### src/rtl/mm3_pkg.sv
package mm3_pkg;
  typedef enum logic [1:0] {
    ST_IDLE  = 2'd0,
    ST_ISSUE = 2'd1,
    ST_DRAIN = 2'd2
  } mm3_state_e;
endpackage

### src/rtl/mm3_ctrl.sv
module mm3_ctrl
  import mm3_pkg::*;
#(
  parameter int unsigned DIM = 3,
  parameter int unsigned IW  = 4
) (
  input  logic                   clk,
  input  logic                   rst,
  input  logic                   start,
  input  logic                   last_wr,
  output logic                   iss_vld,
  output logic [$clog2(DIM)-1:0] row,
  output logic [$clog2(DIM)-1:0] col,
  output logic [IW-1:0]          lin,
  output logic                   ready,
  output logic                   done,
  output logic                   idle
);
  localparam int unsigned RIW = $clog2(DIM);
  localparam logic [RIW-1:0] COL_LAST = RIW'(DIM - 1);
  localparam logic [IW-1:0]  LIN_LAST = IW'(DIM * DIM - 1);

  mm3_state_e state;

  always_ff @(posedge clk) begin
    if (rst) begin
      state <= ST_IDLE;
      row   <= '0;
      col   <= '0;
      lin   <= '0;
      done  <= 1'b0;
    end else begin
      done <= 1'b0;
      case (state)
        ST_IDLE: if (start) begin
          state <= ST_ISSUE;
          row   <= '0;
          col   <= '0;
          lin   <= '0;
        end
        ST_ISSUE: begin
          lin <= lin + 1'b1;
          if (col == COL_LAST) begin
            col <= '0;
            row <= row + 1'b1;
          end else begin
            col <= col + 1'b1;
          end
          if (lin == LIN_LAST) state <= ST_DRAIN;
        end
        ST_DRAIN: if (last_wr) begin
          state <= ST_IDLE;
          done  <= 1'b1;
        end
        default: state <= ST_IDLE;
      endcase
    end
  end

  assign iss_vld = (state == ST_ISSUE);
  assign ready   = (state == ST_ISSUE) && (lin == LIN_LAST);
  assign idle    = (state == ST_IDLE);
endmodule

### src/rtl/mm3_dot.sv
module mm3_dot #(
  parameter int unsigned DIM = 3,
  parameter int unsigned EW  = 8,
  parameter int unsigned RW  = 16,
  parameter int unsigned IW  = 4
) (
  input  logic                   clk,
  input  logic                   rst,
  input  logic [DIM*DIM*EW-1:0]  a_flat,
  input  logic [DIM*DIM*EW-1:0]  b_flat,
  input  logic                   iss_vld,
  input  logic [$clog2(DIM)-1:0] row,
  input  logic [$clog2(DIM)-1:0] col,
  input  logic [IW-1:0]          lin,
  output logic                   wr_vld,
  output logic [IW-1:0]          wr_idx,
  output logic [RW-1:0]          wr_sum
);
  localparam int unsigned PW = 2 * EW;

  logic [EW-1:0] op_a [DIM];
  logic [EW-1:0] op_b [DIM];
  logic [PW-1:0] prod [DIM];
  logic [RW-1:0] part_q, part_n, tail_q;
  logic          s1_vld, s2_vld, s3_vld;
  logic [IW-1:0] s1_idx, s2_idx, s3_idx;

  // stage 1: select row i of A and column j of B
  for (genvar k = 0; k < DIM; k++) begin : g_sel
    always_ff @(posedge clk) begin
      op_a[k] <= a_flat[(int'(row) * DIM + k) * EW +: EW];
      op_b[k] <= b_flat[(k * DIM + int'(col)) * EW +: EW];
    end
    // stage 2: one product per lane
    always_ff @(posedge clk) begin
      prod[k] <= op_a[k] * op_b[k];
    end
  end

  always_comb begin
    part_n = '0;
    for (int k = 0; k < DIM - 1; k++) part_n = part_n + RW'(prod[k]);
  end

  // stage 3: partial sum plus the last product carried alongside
  always_ff @(posedge clk) begin
    part_q <= part_n;
    tail_q <= RW'(prod[DIM-1]);
  end

  always_ff @(posedge clk) begin
    if (rst) begin
      s1_vld <= 1'b0;
      s2_vld <= 1'b0;
      s3_vld <= 1'b0;
    end else begin
      s1_vld <= iss_vld;
      s2_vld <= s1_vld;
      s3_vld <= s2_vld;
    end
  end

  always_ff @(posedge clk) begin
    s1_idx <= lin;
    s2_idx <= s1_idx;
    s3_idx <= s2_idx;
  end

  assign wr_vld = s3_vld;
  assign wr_idx = s3_idx;
  assign wr_sum = part_q + tail_q;
endmodule

### src/rtl/mm3_store.sv
module mm3_store #(
  parameter int unsigned NEL = 9,
  parameter int unsigned RW  = 16,
  parameter int unsigned IW  = 4
) (
  input  logic              clk,
  input  logic              rst,
  input  logic              wr_vld,
  input  logic [IW-1:0]     wr_idx,
  input  logic [RW-1:0]     wr_sum,
  output logic [NEL*RW-1:0] r_flat,
  output logic [NEL-1:0]    r_vld
);
  for (genvar n = 0; n < NEL; n++) begin : g_el
    logic          hit;
    logic [RW-1:0] res_q;
    assign hit = wr_vld && (wr_idx == IW'(n));
    always_ff @(posedge clk) begin
      if (rst) begin
        res_q    <= '0;
        r_vld[n] <= 1'b0;
      end else begin
        r_vld[n] <= hit;
        if (hit) res_q <= wr_sum;
      end
    end
    assign r_flat[n*RW +: RW] = res_q;
  end
endmodule

### src/rtl/mm3_matmul.sv
module mm3_matmul #(
  parameter int unsigned DIM = 3,
  parameter int unsigned EW  = 8,
  parameter int unsigned RW  = 16
) (
  input  logic                  clk,
  input  logic                  rst,
  input  logic                  start,
  input  logic [DIM*DIM*EW-1:0] a_mat,
  input  logic [DIM*DIM*EW-1:0] b_mat,
  output logic [DIM*DIM*RW-1:0] r_mat,
  output logic [DIM*DIM-1:0]    r_vld,
  output logic                  ready,
  output logic                  done,
  output logic                  idle
);
  localparam int unsigned NEL = DIM * DIM;
  localparam int unsigned IW  = $clog2(NEL);
  localparam int unsigned RIW = $clog2(DIM);

  logic           iss_vld, wr_vld;
  logic [RIW-1:0] row, col;
  logic [IW-1:0]  lin, wr_idx;
  logic [RW-1:0]  wr_sum;

  mm3_ctrl #(.DIM(DIM), .IW(IW)) ctrl_i (
    .clk(clk), .rst(rst), .start(start), .last_wr(r_vld[NEL-1]),
    .iss_vld(iss_vld), .row(row), .col(col), .lin(lin),
    .ready(ready), .done(done), .idle(idle)
  );

  mm3_dot #(.DIM(DIM), .EW(EW), .RW(RW), .IW(IW)) dot_i (
    .clk(clk), .rst(rst), .a_flat(a_mat), .b_flat(b_mat),
    .iss_vld(iss_vld), .row(row), .col(col), .lin(lin),
    .wr_vld(wr_vld), .wr_idx(wr_idx), .wr_sum(wr_sum)
  );

  mm3_store #(.NEL(NEL), .RW(RW), .IW(IW)) store_i (
    .clk(clk), .rst(rst), .wr_vld(wr_vld), .wr_idx(wr_idx), .wr_sum(wr_sum),
    .r_flat(r_mat), .r_vld(r_vld)
  );
endmodule

### config.mk
export PLATFORM = sky130hd
export DESIGN_NAME = mm3_matmul
export DESIGN_NICKNAME = d
export VERILOG_FILES = /design/src/rtl/mm3_pkg.sv /design/src/rtl/mm3_ctrl.sv /design/src/rtl/mm3_dot.sv /design/src/rtl/mm3_store.sv /design/src/rtl/mm3_matmul.sv
export SDC_FILE = /design/constraint.sdc
export NUM_CORES = 1
export LEC_CHECK = 0
export ABC_AREA = 1
export BUFFER_PORTS_ARGS = -buffer_cell sky130_fd_sc_hd__buf_4
export CAP_MARGIN = 20
export CORE_MARGIN = 1.5
export CORE_UTILIZATION = 45
export CTS_CLUSTER_SIZE = 30
export DETAILED_ROUTE_END_ITERATION = 8
export GPL_TIMING_DRIVEN = 0
export PLACE_DENSITY_LB_ADDON = 0.15
export SYNTH_ARGS = -nofsm -noshare
export SYNTH_HDL_FRONTEND = slang
export SYNTH_SLANG_ARGS = --single-unit
### constraint.sdc
create_clock -name clk -period 5.1 [get_ports clk]
set_input_delay 0.51 -clock clk [delete_from_list [all_inputs] [get_ports clk]]
set_output_delay 0.51 -clock clk [all_outputs]
set_load 0.01 [all_outputs]
==> summary by stage, run 1 <==
Final layout
The share of cells above drive strength 1 is 0.1385. The relative area change from synthesis to final layout is 21.54%. The final-stage net count is 3297.

The count of non-filler cells in the finished layout is 3457. The final antenna diode count is 0.

STA
The transition time of the tightest slew-check pin is 1.090 ns. Measured against its own limit, the worst slew margin works out to 0.2709. Subtracting the final worst setup slack from the clock period gives 4.192 ns. The number of max-slew violations in the final report is 0. The summed negative setup slack over all endpoints is 0 ns. Setup repair after global routing left no endpoint under its margin. The final clock skew is 0.01962 ns. The final critical-path setup slack is 0.9081 ns. The final hold violation count is 0. In the finished design, the share of the clock period the worst path needs comes to 0.8219. Based on the critical path, the design can be clocked at up to 238.6 MHz. Setup violations remaining at the end of the flow were counted as 0.

Run
Max-cap violations in this run came to 0.

Routing
In this run, the number of DRC markers left after iteration 0 of detailed routing was 1103. The total wire length after detailed routing is 54530 µm. The number of detailed-route iterations in the first pass is 9. For this block, the via count after detailed routing is 17061.

After detailed routing, the number of vias per cell comes to 4.935. The count of nets left with antenna violations once routing finished came out at 0. The average wire length per cell after detail routing is 15.77 µm. The number of remaining DRC errors is 1.

Global routing
The number of antenna violations at the first check in global routing is 0. In the global route stage, overall resource usage came out at 0.2546. Entering global routing, the biggest net connects 16 pins. For this run the aggregate overflow at the end of global routing stands at 0. The number of global-route vias before repair was 16891. The global-route wire length before repair is 87730 µm.

Synth
Among all flip-flop cells after synthesis, the most frequent one is sky130_fd_sc_hd__dfxtp_1. Counting flops with a built-in enable in the synthesized netlist gives 0. In the synthesized netlist the async set-or-reset flop fraction comes to 0. Sorting the synthesized cells by how often they occur yields sky130_fd_sc_hd__inv_1, sky130_fd_sc_hd__nand2_1, sky130_fd_sc_hd__nor2_1. The synthesized area is 18840 µm². Dividing the synthesized area by the synthesized cell count gives 7.350 µm². The flip-flop and latch count after synthesis is 307. The synthesized netlist contains 36 unique library cells. Of the synthesized area, sequential elements account for 0.3263. Sorting the synthesized cells by area gives the leading types as sky130_fd_sc_hd__dfxtp_1, sky130_fd_sc_hd__fa_1, sky130_fd_sc_hd__inv_1, sky130_fd_sc_hd__ha_1, sky130_fd_sc_hd__nand2_1. The most common cell in the synthesized netlist is sky130_fd_sc_hd__inv_1. The Yosys step of the flow raised 0 warnings. The number of nets in the synthesized netlist is 2960.

The number of instances in the synthesized netlist is 2563. The synthesized design spends more area on one cell type than any other, namely sky130_fd_sc_hd__dfxtp_1. The top cell type's share of synthesized area is 0.3263.

Worst setup path
Along the worst path, the maximum fanout reaches 8. The source of the critical timing path is dot_i.op_a[0][4]$_DFF_P_. STA puts the critical path data required time at 5.52 ns. The element type at the critical path end is a flip-flop. The arrival time at the worst endpoint is 4.61 ns. The kind of start point of the critical path is a flip-flop.

The source of the worst register-to-register timing path is dot_i.op_a[0][4]$_DFF_P_. The setup check on the worst reg-to-reg path leaves a slack of 0.91 ns. The critical path class is reg2reg.

Power
In this run the static leakage power is 0.01289 µW. The switching share of power is 0.4751. For this design the total switching power over the nets is 6477 µW. The combinational cell fraction of total power is 0.596.

Power spread over the standard cell area amounts to 595.5 nW/µm². The worst-case IR drop observed on VDD is 299.5 µV. The sequential fraction of design power is 0.224. The internal portion of the total power is 7156 µW.

The part of the power in the clock network is 0.180.

Floorplanning
The overall die width is 207.6 µm. The number of cell rows is 74. After floorplanning, the core was sized to cover 41110 µm². The total die area is 43100 µm². The initial utilization of the core area, before any placement, comes to 0.4582. The die span in y is 207.6 µm. 303 I/O pins were placed.

Clock network
The clock net in this run drives a total of 307 sinks. Post-CTS repair changed the size of 0 cells. Clock latency on the worst-skew pair, taken at its later pin, is 0.54 ns. The number of hold buffers added after cts is 0. The maximum level of the CTS H-tree is 2. Buffers inserted during clock tree synthesis total 34.

The number of setup buffers added after CTS is 0. The register clock-pin slew on the reported worst setup and hold paths is 0.06 ns. The root buffer cell chosen for the clock tree is sky130_fd_sc_hd__clkbuf_16. TritonCTS built the clock tree.

The clock passes through at most 3 buffers.

Placement
The number of port buffers is 301. After legalization and detailed placement, the total HPWL measured 43930 µm. The worst slack at placement is 0.9160 ns. Routability-driven placement finished with a final weighted congestion of 0.9111. The number of placed instances, taps included is 3396.

Run status
The checks that failed: DRC. The run finished, with violations left.

Hold path
The launch instance of the worst min-delay path is b_mat[67]. The worst min-delay path category is in2reg.
## per-stage QoR
step	cell area, µm²	hold WS [ns]	utilization	total power [µW]
2_1_floorplan	18840	0.3096	-	8984
3_3_place_gp	21760	0.3105	0.5294	11090
3_5_place_dp	21760	0.3128	0.5294	11200
4_1_cts	22890	0.1761	0.5569	13730
5_1_grt	22890	0.1924	0.5569	15030
6_report	22890	0.1970	0.5569	13630
## layout by cell type (no fill, tap or decap), types with 9 or more instances in the layout
| cell type | synthesis | routed |
|---|---|---|
| sky130_fd_sc_hd__a21oi_1 | 90 | 90 |
| sky130_fd_sc_hd__buf_1 | 11 | 11 |
| sky130_fd_sc_hd__buf_2 | 18 | 18 |
| sky130_fd_sc_hd__buf_4 | 10 | 311 |
| sky130_fd_sc_hd__clkbuf_1 | 75 | 82 |
| sky130_fd_sc_hd__clkbuf_16 | 0 | 34 |
| sky130_fd_sc_hd__dfxtp_1 | 307 | 307 |
| sky130_fd_sc_hd__fa_1 | 110 | 110 |
| sky130_fd_sc_hd__ha_1 | 140 | 140 |
| sky130_fd_sc_hd__inv_1 | 532 | 532 |
| sky130_fd_sc_hd__nand2_1 | 449 | 449 |
| sky130_fd_sc_hd__nand3_1 | 189 | 189 |
| sky130_fd_sc_hd__nand4_1 | 14 | 14 |
| sky130_fd_sc_hd__nor2_1 | 318 | 318 |
| sky130_fd_sc_hd__nor3_1 | 17 | 17 |
| sky130_fd_sc_hd__o211ai_1 | 17 | 17 |
| sky130_fd_sc_hd__o21a_1 | 9 | 9 |
| sky130_fd_sc_hd__o21ai_0 | 149 | 149 |
| sky130_fd_sc_hd__o21ai_1 | 9 | 9 |
| sky130_fd_sc_hd__o21bai_1 | 9 | 9 |
| sky130_fd_sc_hd__xnor2_1 | 26 | 26 |
| sky130_fd_sc_hd__xor2_1 | 27 | 27 |
## routing by layer
metal / track usage / vias up / wire [µm]
met1: 0.3062 / 7787 / 22560
met5: 0 / - / 0
li1: - / 8499 / -
met4: 0.09356 / 0 / 1910
met3: 0.04312 / 106 / 3679
met2: 0.4549 / 669 / 26380
## area by class of cell
cell class	instances	area, µm²
multi-input combinational	1604	10180
clock inverter	14	172.7
timing repair buffer	301	2260
sequential	307	6146
clock buffer	47	959.7
tap	532	665.6
buffer	114	488.0
inverter	538	2019
fill	3926	18220
## worst paths after layout
path                                                   to  depth (start not counted)
worst max-delay path            dot_i.prod[0][14]$_DFF_P_                         15
worst min-delay path            dot_i.op_b[0][19]$_DFF_P_                          3
worst max register to register  dot_i.prod[0][14]$_DFF_P_                         15
worst min register to register    dot_i.wr_idx[0]$_DFF_P_                          0
## power by group through the flow
stage	registers, µW	logic [µW]	clock network (µW)
after floorplan	3010	5970	0
after global placement	3110	7980	0
after detailed placement	3120	8080	0
after CTS	3060	8150	2510
after global routing	3090	9330	2610
final	3050	8120	2460
## critical path: stages, from the launching register on
cell and delay [ns]:
sky130_fd_sc_hd__dfxtp_1 0.30, sky130_fd_sc_hd__clkbuf_1 0.40, sky130_fd_sc_hd__nand2_1 0.16, sky130_fd_sc_hd__fa_1 0.51
sky130_fd_sc_hd__fa_1 0.49, sky130_fd_sc_hd__inv_1 0.05, sky130_fd_sc_hd__fa_1 0.52, sky130_fd_sc_hd__inv_1 0.05
sky130_fd_sc_hd__fa_1 0.52, sky130_fd_sc_hd__inv_1 0.04, sky130_fd_sc_hd__ha_1 0.34, sky130_fd_sc_hd__a21oi_1 0.21
sky130_fd_sc_hd__o21ai_0 0.13, sky130_fd_sc_hd__nand2_1 0.09, sky130_fd_sc_hd__nand4_1 0.09, sky130_fd_sc_hd__xor2_1 0.16
## kinds of logic after synthesis
| logic type | Yosys count | synth area share |
|---|---|---|
| AOI/OAI and AO/OA | 293 | 0.08396 |
| xor gates and xnor gates | 53 | 0.02464 |
| adders and majority gates | 250 | 0.2099 |
| buffers and inverters | 652 | 0.1331 |
| DFF | 307 | 0.3263 |
| and+or+nand+nor | 1008 | 0.2221 |
## flip-flops by register name (all words and copies together), names as in the netlist, 4 cells and up
signal	count
store_i.g_el.res_q	144
dot_i.prod	48
dot_i.op_a	24
dot_i.op_b	24
dot_i.part_q	16
dot_i.tail_q	16
store_i.r_vld	9
ctrl_i.lin	4
dot_i.s1_idx	4
dot_i.s2_idx	4
dot_i.wr_idx	4
No activity file was read; power rests on OpenSTA's default activity.
==> run 2: changes to the inputs <==
--- a/config.mk
+++ b/config.mk
@@ -5,7 +5,7 @@
 export SDC_FILE = /design/constraint.sdc
 export NUM_CORES = 1
 export LEC_CHECK = 0
-export ABC_AREA = 1
+export ABC_AREA = 0
 export BUFFER_PORTS_ARGS = -buffer_cell sky130_fd_sc_hd__buf_4
 export CAP_MARGIN = 20
 export CORE_MARGIN = 1.5
==> constraint.sdc (replaced) <==
create_clock -name clk -period 4.2 [get_ports clk]
set_input_delay 0.42 -clock clk [delete_from_list [all_inputs] [get_ports clk]]
set_output_delay 0.42 -clock clk [all_outputs]
set_load 0.01 [all_outputs]
==> run 2 against run 1 <==
Net effect: wire length down 12%; highest routed layer unchanged; cell area shrank 4.2%; the flow now finishes without violations; global-route usage shrank 1.1 points; via count decreased by 18%; area after synthesis decreased by 8.9%; clock-buffer cell count shrank 5; clock skew is 0.0049 ns higher; first-iteration DRC count fell by 38%.
==> summary by stage, run 2 <==
Run status
Outcome: complete, no violations (was finished with violations).

Power
The leakage power figure was 0.009717 µW (was 0.01289 µW). The switching share of power is 0.4120 (was 0.4751). The post-route total power is 14760 µW (was 13630 µW). The total power per unit cell area came to 673.4 nW/µm² (was 595.5 nW/µm²). The combinational cell fraction of total power is 0.546 (was 0.596). The switching power summed over all nets was 6083 µW (was 6477 µW).

The internal power contribution is 8682 µW (was 7156 µW). The part of the power in the clock network is 0.206 (was 0.180). The sequential fraction of design power is 0.249 (was 0.224). The largest vdd supply drop is 448.3 µV (was 299.5 µV).

Global routing
The combined global-route utilization of all metal layers is 0.2434 (was 0.2546). The number of antenna violations at the first check in global routing is 1 (was 0). The global-route wire length before repair is 74130 µm (was 87730 µm). The met1 demand-to-capacity share in global routing is 0.2999 (was 0.3062). The met2 track utilization from global routing is 0.4287 (was 0.4549). The met3 routing resource usage after global routing is 0.03236 (was 0.04312). The pin count of the biggest net entering global routing was 14 (was 16). The most congested layer reported by global routing is met2 (unchanged).

The number of global-route vias before repair is 14006 (was 16891). The remaining global-route overflow came to 0 (unchanged).

Final layout
Largest registers: store_i.g_el.res_q (144), dot_i.prod (48) (unchanged). The most common cell after layout, fill and taps aside is sky130_fd_sc_hd__buf_4 (was sky130_fd_sc_hd__inv_1). The share of cells above drive strength 1 was 0.2314 (was 0.1385). The relative area change from synthesis to final layout is 27.84% (was 21.54%). Most used cells in the layout excluding fill and tap cells: sky130_fd_sc_hd__buf_4, sky130_fd_sc_hd__dfxtp_1, sky130_fd_sc_hd__nand2_1 (was sky130_fd_sc_hd__inv_1, sky130_fd_sc_hd__nand2_1, sky130_fd_sc_hd__nor2_1). The cell area after layout came to 21930 µm² (was 22890 µm²). The register containing the most flip-flops in the final layout is store_i.g_el.res_q (unchanged). The final-stage net count was 2629 (was 3297). The number of flip-flops under the largest register name is 144 (unchanged).

Placement
The HPWL after detailed placement is 38030 µm (was 43930 µm). The routability congestion estimate from global placement is 0.9015 (was 0.9111). The instance area at placement is 20130 µm² (was 21760 µm²). The number of port buffers is 301 (unchanged).

Worst setup path
Ordered list of cells on the worst path: nand2_4 > fa_1 > fa_1 > inv_1 > fa_1 > inv_1 > fa_1 > inv_2 > ha_4 > o21a_1 > o31a_1 > o211ai_1 > a21oi_1 > a2111oi_2 > a21oi_1 > xnor2_1 (was clkbuf_1 > nand2_1 > fa_1 > fa_1 > inv_1 > fa_1 > inv_1 > fa_1 > inv_1 > ha_1 > a21oi_1 > o21ai_0 > nand2_1 > nand4_1 > xor2_1). The count of cells along the worst register-to-register path came to 16 (was 15). The source of the worst register-to-register timing path is dot_i.op_b[0][10]$_DFF_P_ (was dot_i.op_a[0][4]$_DFF_P_).

The kind of start point of the critical path was a flip-flop (unchanged). The critical path data required time is 4.63 ns (was 5.52 ns). The critical path class was reg2reg (unchanged). The master of the slowest instance on the critical path is sky130_fd_sc_hd__fa_1 (unchanged). The worst setup path endpoint was dot_i.prod[1][15]$_DFF_P_ (was dot_i.prod[0][14]$_DFF_P_). The dominant cell type by count on the critical path is sky130_fd_sc_hd__fa_1 (unchanged). The worst reg2reg path endpoint is dot_i.prod[1][15]$_DFF_P_ (was dot_i.prod[0][14]$_DFF_P_).

The buffers plus inverters on the worst setup path was 3 (was 4). The arrival time at the worst endpoint is 4.60 ns (was 4.61 ns). The largest incremental delay on the critical path is 0.52 ns (about the same). The source of the critical timing path is dot_i.op_b[0][10]$_DFF_P_ (was dot_i.op_a[0][4]$_DFF_P_). The peak fanout along the critical path came to 8 (unchanged).

The slack of the worst reg-to-reg path is 0.03 ns (was 0.91 ns). The element type at the critical path end was a flip-flop (unchanged). The depth of the critical timing path with buffers and inverters included came to 16 (was 15). The kind of cell with the highest combined delay on the critical path is adder cells (unchanged).

Routing
The via density per instance is 5.082 (was 4.935). The number of remaining DRC errors is 0 (was 1). The detailed router's first-iteration violation count is 682 (was 1103). The number of detailed-route iterations in the first pass was 5 (was 9). The count of nets left with antenna violations after detail routing was 0 (unchanged). The average wire length per cell after detail routing is 17.31 µm (was 15.77 µm). The total wire length after detailed routing is 47900 µm (was 54530 µm).

The total via count in the routed design is 14067 (was 17061).

Synth
The primary flip-flop cell chosen by synthesis mapping was sky130_fd_sc_hd__dfxtp_1 (unchanged). Cell types with the largest area share after synthesis: sky130_fd_sc_hd__dfxtp_1, sky130_fd_sc_hd__fa_1, sky130_fd_sc_hd__ha_1, sky130_fd_sc_hd__and2_1, sky130_fd_sc_hd__nand2_1 (was sky130_fd_sc_hd__dfxtp_1, sky130_fd_sc_hd__fa_1, sky130_fd_sc_hd__inv_1, sky130_fd_sc_hd__ha_1, sky130_fd_sc_hd__nand2_1). The top cell type's share of synthesized area is 0.3583 (was 0.3263).

The async set-reset flop share out of synthesis is 0 (unchanged). The most frequently used cell type in the post-synthesis netlist is sky130_fd_sc_hd__dfxtp_1 (was sky130_fd_sc_hd__inv_1). The top cell type by total area after synthesis was sky130_fd_sc_hd__dfxtp_1 (unchanged). The unique cell type count in the Yosys netlist is 54 (was 36).

The synthesized area is 17150 µm² (was 18840 µm²). The count of synthesis-stage warnings from yosys came to 0 (unchanged). The number of flops mapped to enable cells by yosys is 0 (unchanged).

The average cell area after synthesis is 9.247 µm² (was 7.350 µm²). The number of nets in the synthesized netlist came to 2252 (was 2960). Most common library cells after synthesis: sky130_fd_sc_hd__dfxtp_1, sky130_fd_sc_hd__nand2_1, sky130_fd_sc_hd__inv_1 (was sky130_fd_sc_hd__inv_1, sky130_fd_sc_hd__nand2_1, sky130_fd_sc_hd__nor2_1). The number of instances in the synthesized netlist was 1855 (was 2563).

The fraction of the yosys area taken by sequential cells is 0.3583 (was 0.3263). The flip-flop and latch count after synthesis came to 307 (unchanged).

Run
The max capacitance violation total is 0 (unchanged).

Floorplanning
The number of cell rows is 71 (was 74). The count of boundary I/O pins was 303 (unchanged). The total die area was 39300 µm² (was 43100 µm²). The die span in y is 198.2 µm (was 207.6 µm). The starting density of the core came to 0.4565 (was 0.4582).

The overall die width is 198.2 µm (was 207.6 µm). The core footprint was 37580 µm² (was 41110 µm²).

STA
The number of max-slew violations in the final report is 0 (unchanged). The summed negative setup slack over all endpoints came to 0 ns (unchanged). The final hold violation count is 0 (unchanged). The upper clock frequency limit is 239.8 MHz (was 238.6 MHz). The remaining max-slew budget at the tightest pin is 0.2958 (was 0.2709).

The final setup violation count is 0 (unchanged). The ratio of final minimum period to clock period is 0.9927 (was 0.8219). Setup repair after global routing missed its margin: yes (was no).

The final clock skew is 0.02455 ns (was 0.01962 ns). The clock period minus final worst setup slack was 4.169 ns (was 4.192 ns). The transition time of the tightest slew-check pin is 1.053 ns (was 1.090 ns).

Clock network
The clock latency on the worst-skew pair is 0.53 ns (was 0.54 ns). The clock sink total came to 307 (unchanged). The number of buffers added by the clock tree synthesis step is 34 (unchanged).

The register clock-pin slew on the reported worst setup and hold paths is 0.07 ns (was 0.06 ns). The clock tree buffer depth is 3 (unchanged). The cell at the root of the clock tree is sky130_fd_sc_hd__clkbuf_16 (unchanged). The number of hold buffers added after cts is 0 (unchanged). The maximum level of the CTS H-tree is 2 (unchanged). The clock tree from TritonCTS is yes (unchanged).

Hold path
The worst min-delay path category was in2reg (unchanged).
-- run 2: changes by cell type in the layout (fill, tap and decap cells not counted), sizes merged, moves of 31 or more --
cell    delta
a211oi    +31
nor2     -202
mux2i     +34
o21ai     -84
and2     +158
nand2    -192
inv      -375
a21oi     +71
nand3    -181
-- run 2: how the worst min path moves through the flow --
stage | startpoint | endpoint | slack [ns] | cells after the start
after floorplan | dot_i.s1_idx[0]$_DFF_P_ | dot_i.s2_idx[0]$_DFF_P_ | 0.31 | 0
after global placement | dot_i.s1_idx[1]$_DFF_P_ | dot_i.s2_idx[1]$_DFF_P_ | 0.31 | 0
after detailed placement | dot_i.s1_idx[0]$_DFF_P_ | dot_i.s2_idx[0]$_DFF_P_ | 0.31 | 0
after CTS | a_mat[48] | dot_i.op_a[0][0]$_DFF_P_ | 0.06 | 3
after global routing | a_mat[50] | dot_i.op_a[0][2]$_DFF_P_ | 0.09 | 3
final | a_mat[48] | dot_i.op_a[0][0]$_DFF_P_ | 0.08 | 3
-- run 2: tightest hold or removal path: stages --
cell,delay (ns)
sky130_fd_sc_hd__buf_4,0.08
sky130_fd_sc_hd__nand2_1,0.03
sky130_fd_sc_hd__o21ai_0,0.05
-- run 2: what timing repair did --
action | in CTS | in global routing
pin swaps | 24 | 33
cloned | 0 | 0
buffers inserted | 19 | 15
setup endpoints to repair | 10 | 11
resized for setup | 72 | 47
-- run 2: stage by stage --
stage	std cells	util	setup slack (ns)	hold slack [ns]
6_report	2768	0.5835	0.03061	0.07945
2_1_floorplan	1855	-	0.04235	0.3096
5_1_grt	2768	0.5835	-0.1658	0.08691
4_1_cts	2753	0.5763	0.01044	0.05785
3_3_place_gp	2667	0.5336	-0.3120	0.3100
3_5_place_dp	2674	0.5357	-0.3619	0.3121
-- run 2: layer usage --
metal | wire length, µm | part of all wire
met1 | 20090 | 0.42
met2 | 23170 | 0.48
met3 | 2980 | 0.062
met4 | 1661 | 0.035
met5 | 0 | 0
-- run 2: final cells by class --
type                            count  area (µm²)
Antenna cell                        1       2.502
Inverter                          162       608.1
Multi-Input combinational cell   1322       10430
Clock inverter                     18       219.0
Fill cell                        3307       15650
Clock buffer                       42       930.9
Sequential cell                   307        6271
Tap cell                          511       639.4
Timing Repair Buffer              341        2579
Buffer                             64       252.7
-- run 2: power by group through the flow --
| stage | combinational (µW) | sequential (µW) | clock, µW |
|---|---|---|---|
| 3_3_place_gp | 6960 | 3740 | 0 |
| 5_1_grt | 8930 | 3720 | 3220 |
| 2_1_floorplan | 5150 | 3610 | 0 |
| 6_report | 8060 | 3670 | 3030 |
| 4_1_cts | 7760 | 3680 | 3080 |
| 3_5_place_dp | 7360 | 3750 | 0 |
-- run 2: cell families (layout without fill, tap and decap cells) --
family                     Yosys count  after routing  synth area share
adders and majority gates          250            250            0.2305
buffers and inverters              226            627           0.05019
and+or+nand+nor                    637            637            0.1766
muxes                               51             51           0.04151
AOI/OAI and AO/OA                  326            326            0.1124
DFF                                307            307            0.3583
other                                0              1                 0
xor gates and xnor gates            58             58           0.03049
==> run 3: changes to the inputs <==
--- a/config.mk
+++ b/config.mk
@@ -5,7 +5,7 @@
 export SDC_FILE = /design/constraint.sdc
 export NUM_CORES = 1
 export LEC_CHECK = 0
-export ABC_AREA = 0
+export ABC_AREA = 1
 export BUFFER_PORTS_ARGS = -buffer_cell sky130_fd_sc_hd__buf_4
 export CAP_MARGIN = 20
 export CORE_MARGIN = 1.5
==> run 3 against run 2 <==
Net effect: sequential power increased by 5%; first-iteration DRC count up 76%; flip-flop and latch count unchanged; global-route usage grew 1.1 points; wire length rose by 14%; combinational power is 20% higher; via count grew 20%; total power is 12% higher; largest cell class unchanged; critical path type unchanged; die area is 9.7% higher; largest power group unchanged; critical endpoint is now dot_i.prod[1][12]$_DFF_P_; clock-buffer cell count is 5 higher.
==> summary by stage, run 3 (synthesis gave the netlist of run 1 again) <==
Clock network
The clock tree buffer depth came to 3 (unchanged). The buffers inserted during post-CTS setup optimization is 0 (was 19). The register clock-pin slew on the reported worst setup and hold paths is 0.06 ns (was 0.07 ns). The clock sink total is 307 (unchanged). The number of buffers added by the clock tree synthesis step is 34 (unchanged).

The clock latency on the worst-skew pair is 0.55 ns (was 0.53 ns). The maximum level of the CTS H-tree was 2 (unchanged). The number of hold buffers added after cts came to 0 (unchanged).

The clock tree from TritonCTS is yes (unchanged). The count of cells resized by post-cts repair is 0 (was 72). The cell at the root of the clock tree is sky130_fd_sc_hd__clkbuf_16 (unchanged).

STA
The remaining max-slew budget at the tightest pin is 0.2781 (was 0.2958). The ratio of final minimum period to clock period is 0.9420 (was 0.9927). Setup repair after global routing missed its margin: no (was yes).

The summed negative setup slack over all endpoints is 0 ns (unchanged). The final clock skew is 0.02066 ns (was 0.02455 ns). The clock period minus final worst setup slack is 3.957 ns (was 4.169 ns). The transition time of the tightest slew-check pin was 1.079 ns (was 1.053 ns). The number of max-slew violations in the final report is 0 (unchanged). The upper clock frequency limit was 252.7 MHz (was 239.8 MHz). The final hold violation count is 0 (unchanged). The final setup violation count is 0 (unchanged).

Worst setup path
The critical path data required time is 4.64 ns (was 4.63 ns). The arrival time at the worst endpoint is 4.40 ns (was 4.60 ns). The peak fanout along the critical path came to 8 (unchanged).

The source of the worst register-to-register timing path is dot_i.op_a[0][14]$_DFF_P_ (was dot_i.op_b[0][10]$_DFF_P_). The kind of start point of the critical path is a flip-flop (unchanged). The worst setup path endpoint is dot_i.prod[1][12]$_DFF_P_ (was dot_i.prod[1][15]$_DFF_P_). The element type at the critical path end is a flip-flop (unchanged). The slack of the worst reg-to-reg path is 0.24 ns (was 0.03 ns).

The count of cells along the worst register-to-register path is 15 (was 16). The worst reg2reg path endpoint is dot_i.prod[1][12]$_DFF_P_ (was dot_i.prod[1][15]$_DFF_P_). The critical path class is reg2reg (unchanged). The source of the critical timing path is dot_i.op_a[0][14]$_DFF_P_ (was dot_i.op_b[0][10]$_DFF_P_).

Power
The largest vdd supply drop is 363.0 µV (was 448.3 µV). The leakage power figure is 0.01284 µW (was 0.009717 µW). The total power per unit cell area is 725.9 nW/µm² (was 673.4 nW/µm²).

Run
The max capacitance violation total is 0 (unchanged).

Routing
The count of nets left with antenna violations after detail routing is 0 (unchanged). The number of remaining DRC errors came to 0 (unchanged). The total via count in the routed design was 16883 (was 14067). The number of detailed-route iterations in the first pass is 7 (was 5). The via density per instance was 4.938 (was 5.082). The total wire length after detailed routing is 54420 µm (was 47900 µm). The detailed router's first-iteration violation count is 1198 (was 682). The average wire length per cell after detail routing is 15.92 µm (was 17.31 µm).

Floorplanning
The count of boundary I/O pins is 303 (unchanged). The total die area is 43100 µm² (was 39300 µm²). The die span in y is 207.6 µm (was 198.2 µm). The starting density of the core was 0.4582 (was 0.4565).

The core footprint is 41110 µm² (was 37580 µm²). The overall die width is 207.6 µm (was 198.2 µm). The number of cell rows was 74 (was 71).

Final layout
Most used cells in the layout excluding fill and tap cells: sky130_fd_sc_hd__inv_1, sky130_fd_sc_hd__nand2_1, sky130_fd_sc_hd__nor2_1 (was sky130_fd_sc_hd__buf_4, sky130_fd_sc_hd__dfxtp_1, sky130_fd_sc_hd__nand2_1). The final-stage net count is 3259 (was 2629). The most common cell after layout, fill and taps aside was sky130_fd_sc_hd__inv_1 (was sky130_fd_sc_hd__buf_4). The share of cells above drive strength 1 was 0.1486 (was 0.2314). The register containing the most flip-flops in the final layout is store_i.g_el.res_q (unchanged).

The number of flip-flops under the largest register name is 144 (unchanged). Largest registers: store_i.g_el.res_q (144), dot_i.prod (48) (unchanged). The cell area after layout is 22780 µm² (was 21930 µm²).

The final antenna diode count is 0 (was 1). The relative area change from synthesis to final layout is 20.94% (was 27.84%).

Global routing
The combined global-route utilization of all metal layers was 0.2546 (was 0.2434). The remaining global-route overflow is 0 (unchanged). The pin count of the biggest net entering global routing is 16 (was 14).

The global-route wire length before repair is 87730 µm (was 74130 µm). The number of antenna violations at the first check in global routing is 0 (was 1). The number of global-route vias before repair is 16891 (was 14006).

Run status
Outcome: complete, no violations (unchanged).

Placement
The number of port buffers is 301 (unchanged). The instance area at placement is 21760 µm² (was 20130 µm²). The routability congestion estimate from global placement was 0.9111 (was 0.9015). The HPWL after detailed placement is 43930 µm (was 38030 µm).

Hold path
The worst min-delay path category is in2reg (unchanged).
-- run 3: cell count changes in the layout (fill, tap and decap cells not counted), sizes merged, moves of 22 or more --
cell,previous run,this run
nor2,123,325
o21ai,74,158
mux2i,34,0
xnor2,48,26
and2,159,1
inv,164,539
nand3,13,194
a21oi,161,90
nand2,261,453
a211oi,31,0
-- run 3: power breakdown --
| part | leakage (µW) | switching, µW | internal, µW |
|---|---|---|---|
| Clock | 0.000548 | 1240 | 1750 |
| Sequential | 0.00252 | 336 | 3510 |
| Combinational | 0.00977 | 6280 | 3420 |
-- run 3: layer usage --
metal  track usage  part of all wire  vias to the layer above
met2        0.4549              0.49                      584
li1              -                 -                     8420
met5             0                 0                        -
met1        0.3062              0.42                     7778
met4       0.09356             0.035                        0
met3       0.04312             0.061                      101
-- run 3: area by class of cell --
cell class / instances / area [µm²]
inverter: 538 / 2019
clock inverter: 14 / 172.7
clock buffer: 47 / 959.7
timing repair buffer: 301 / 2260
fill: 3923 / 18330
multi-input combinational: 1604 / 10180
buffer: 76 / 345.3
tap: 532 / 665.6
sequential: 307 / 6176
-- run 3: worst min-delay path by stage --
stage	startpoint	end	slack [ns]	cells after the start
after floorplan	dot_i.s1_idx[0]$_DFF_P_	dot_i.s2_idx[0]$_DFF_P_	0.31	0
after global placement	dot_i.s1_idx[2]$_DFF_P_	dot_i.s2_idx[2]$_DFF_P_	0.31	0
after detailed placement	dot_i.s1_idx[3]$_DFF_P_	dot_i.s2_idx[3]$_DFF_P_	0.31	0
after CTS	b_mat[67]	dot_i.op_b[0][19]$_DFF_P_	0.09	3
after global routing	b_mat[67]	dot_i.op_b[0][19]$_DFF_P_	0.10	3
final	b_mat[67]	dot_i.op_b[0][19]$_DFF_P_	0.10	3
-- run 3: worst max-delay path, cell delays in order, from the launching register on --
cell and delay [ns]:
sky130_fd_sc_hd__dfxtp_1 0.31, sky130_fd_sc_hd__clkbuf_1 0.34, sky130_fd_sc_hd__nand2_1 0.10, sky130_fd_sc_hd__inv_1 0.10
sky130_fd_sc_hd__fa_1 0.44, sky130_fd_sc_hd__fa_1 0.50, sky130_fd_sc_hd__fa_1 0.49, sky130_fd_sc_hd__inv_1 0.05
sky130_fd_sc_hd__fa_1 0.47, sky130_fd_sc_hd__inv_1 0.04, sky130_fd_sc_hd__ha_1 0.35, sky130_fd_sc_hd__nand2_1 0.10
sky130_fd_sc_hd__nor2_1 0.15, sky130_fd_sc_hd__nand3_1 0.11, sky130_fd_sc_hd__nand4_1 0.11, sky130_fd_sc_hd__xor2_1 0.21
-- run 3: through the flow --
step                      cells  power [µW]  setup slack, ns  hold slack, ns    util
final                      3419       16540           0.2435          0.1046  0.5542
after global routing       3419       18230         0.005355          0.1022  0.5542
after CTS                  3457       16670          0.01275         0.08609  0.5569
after detailed placement   3396       13590          0.01596          0.3128  0.5294
after global placement     3396       13470          0.05099          0.3105  0.5294
after floorplan            2563       10910           0.3766          0.3096       -
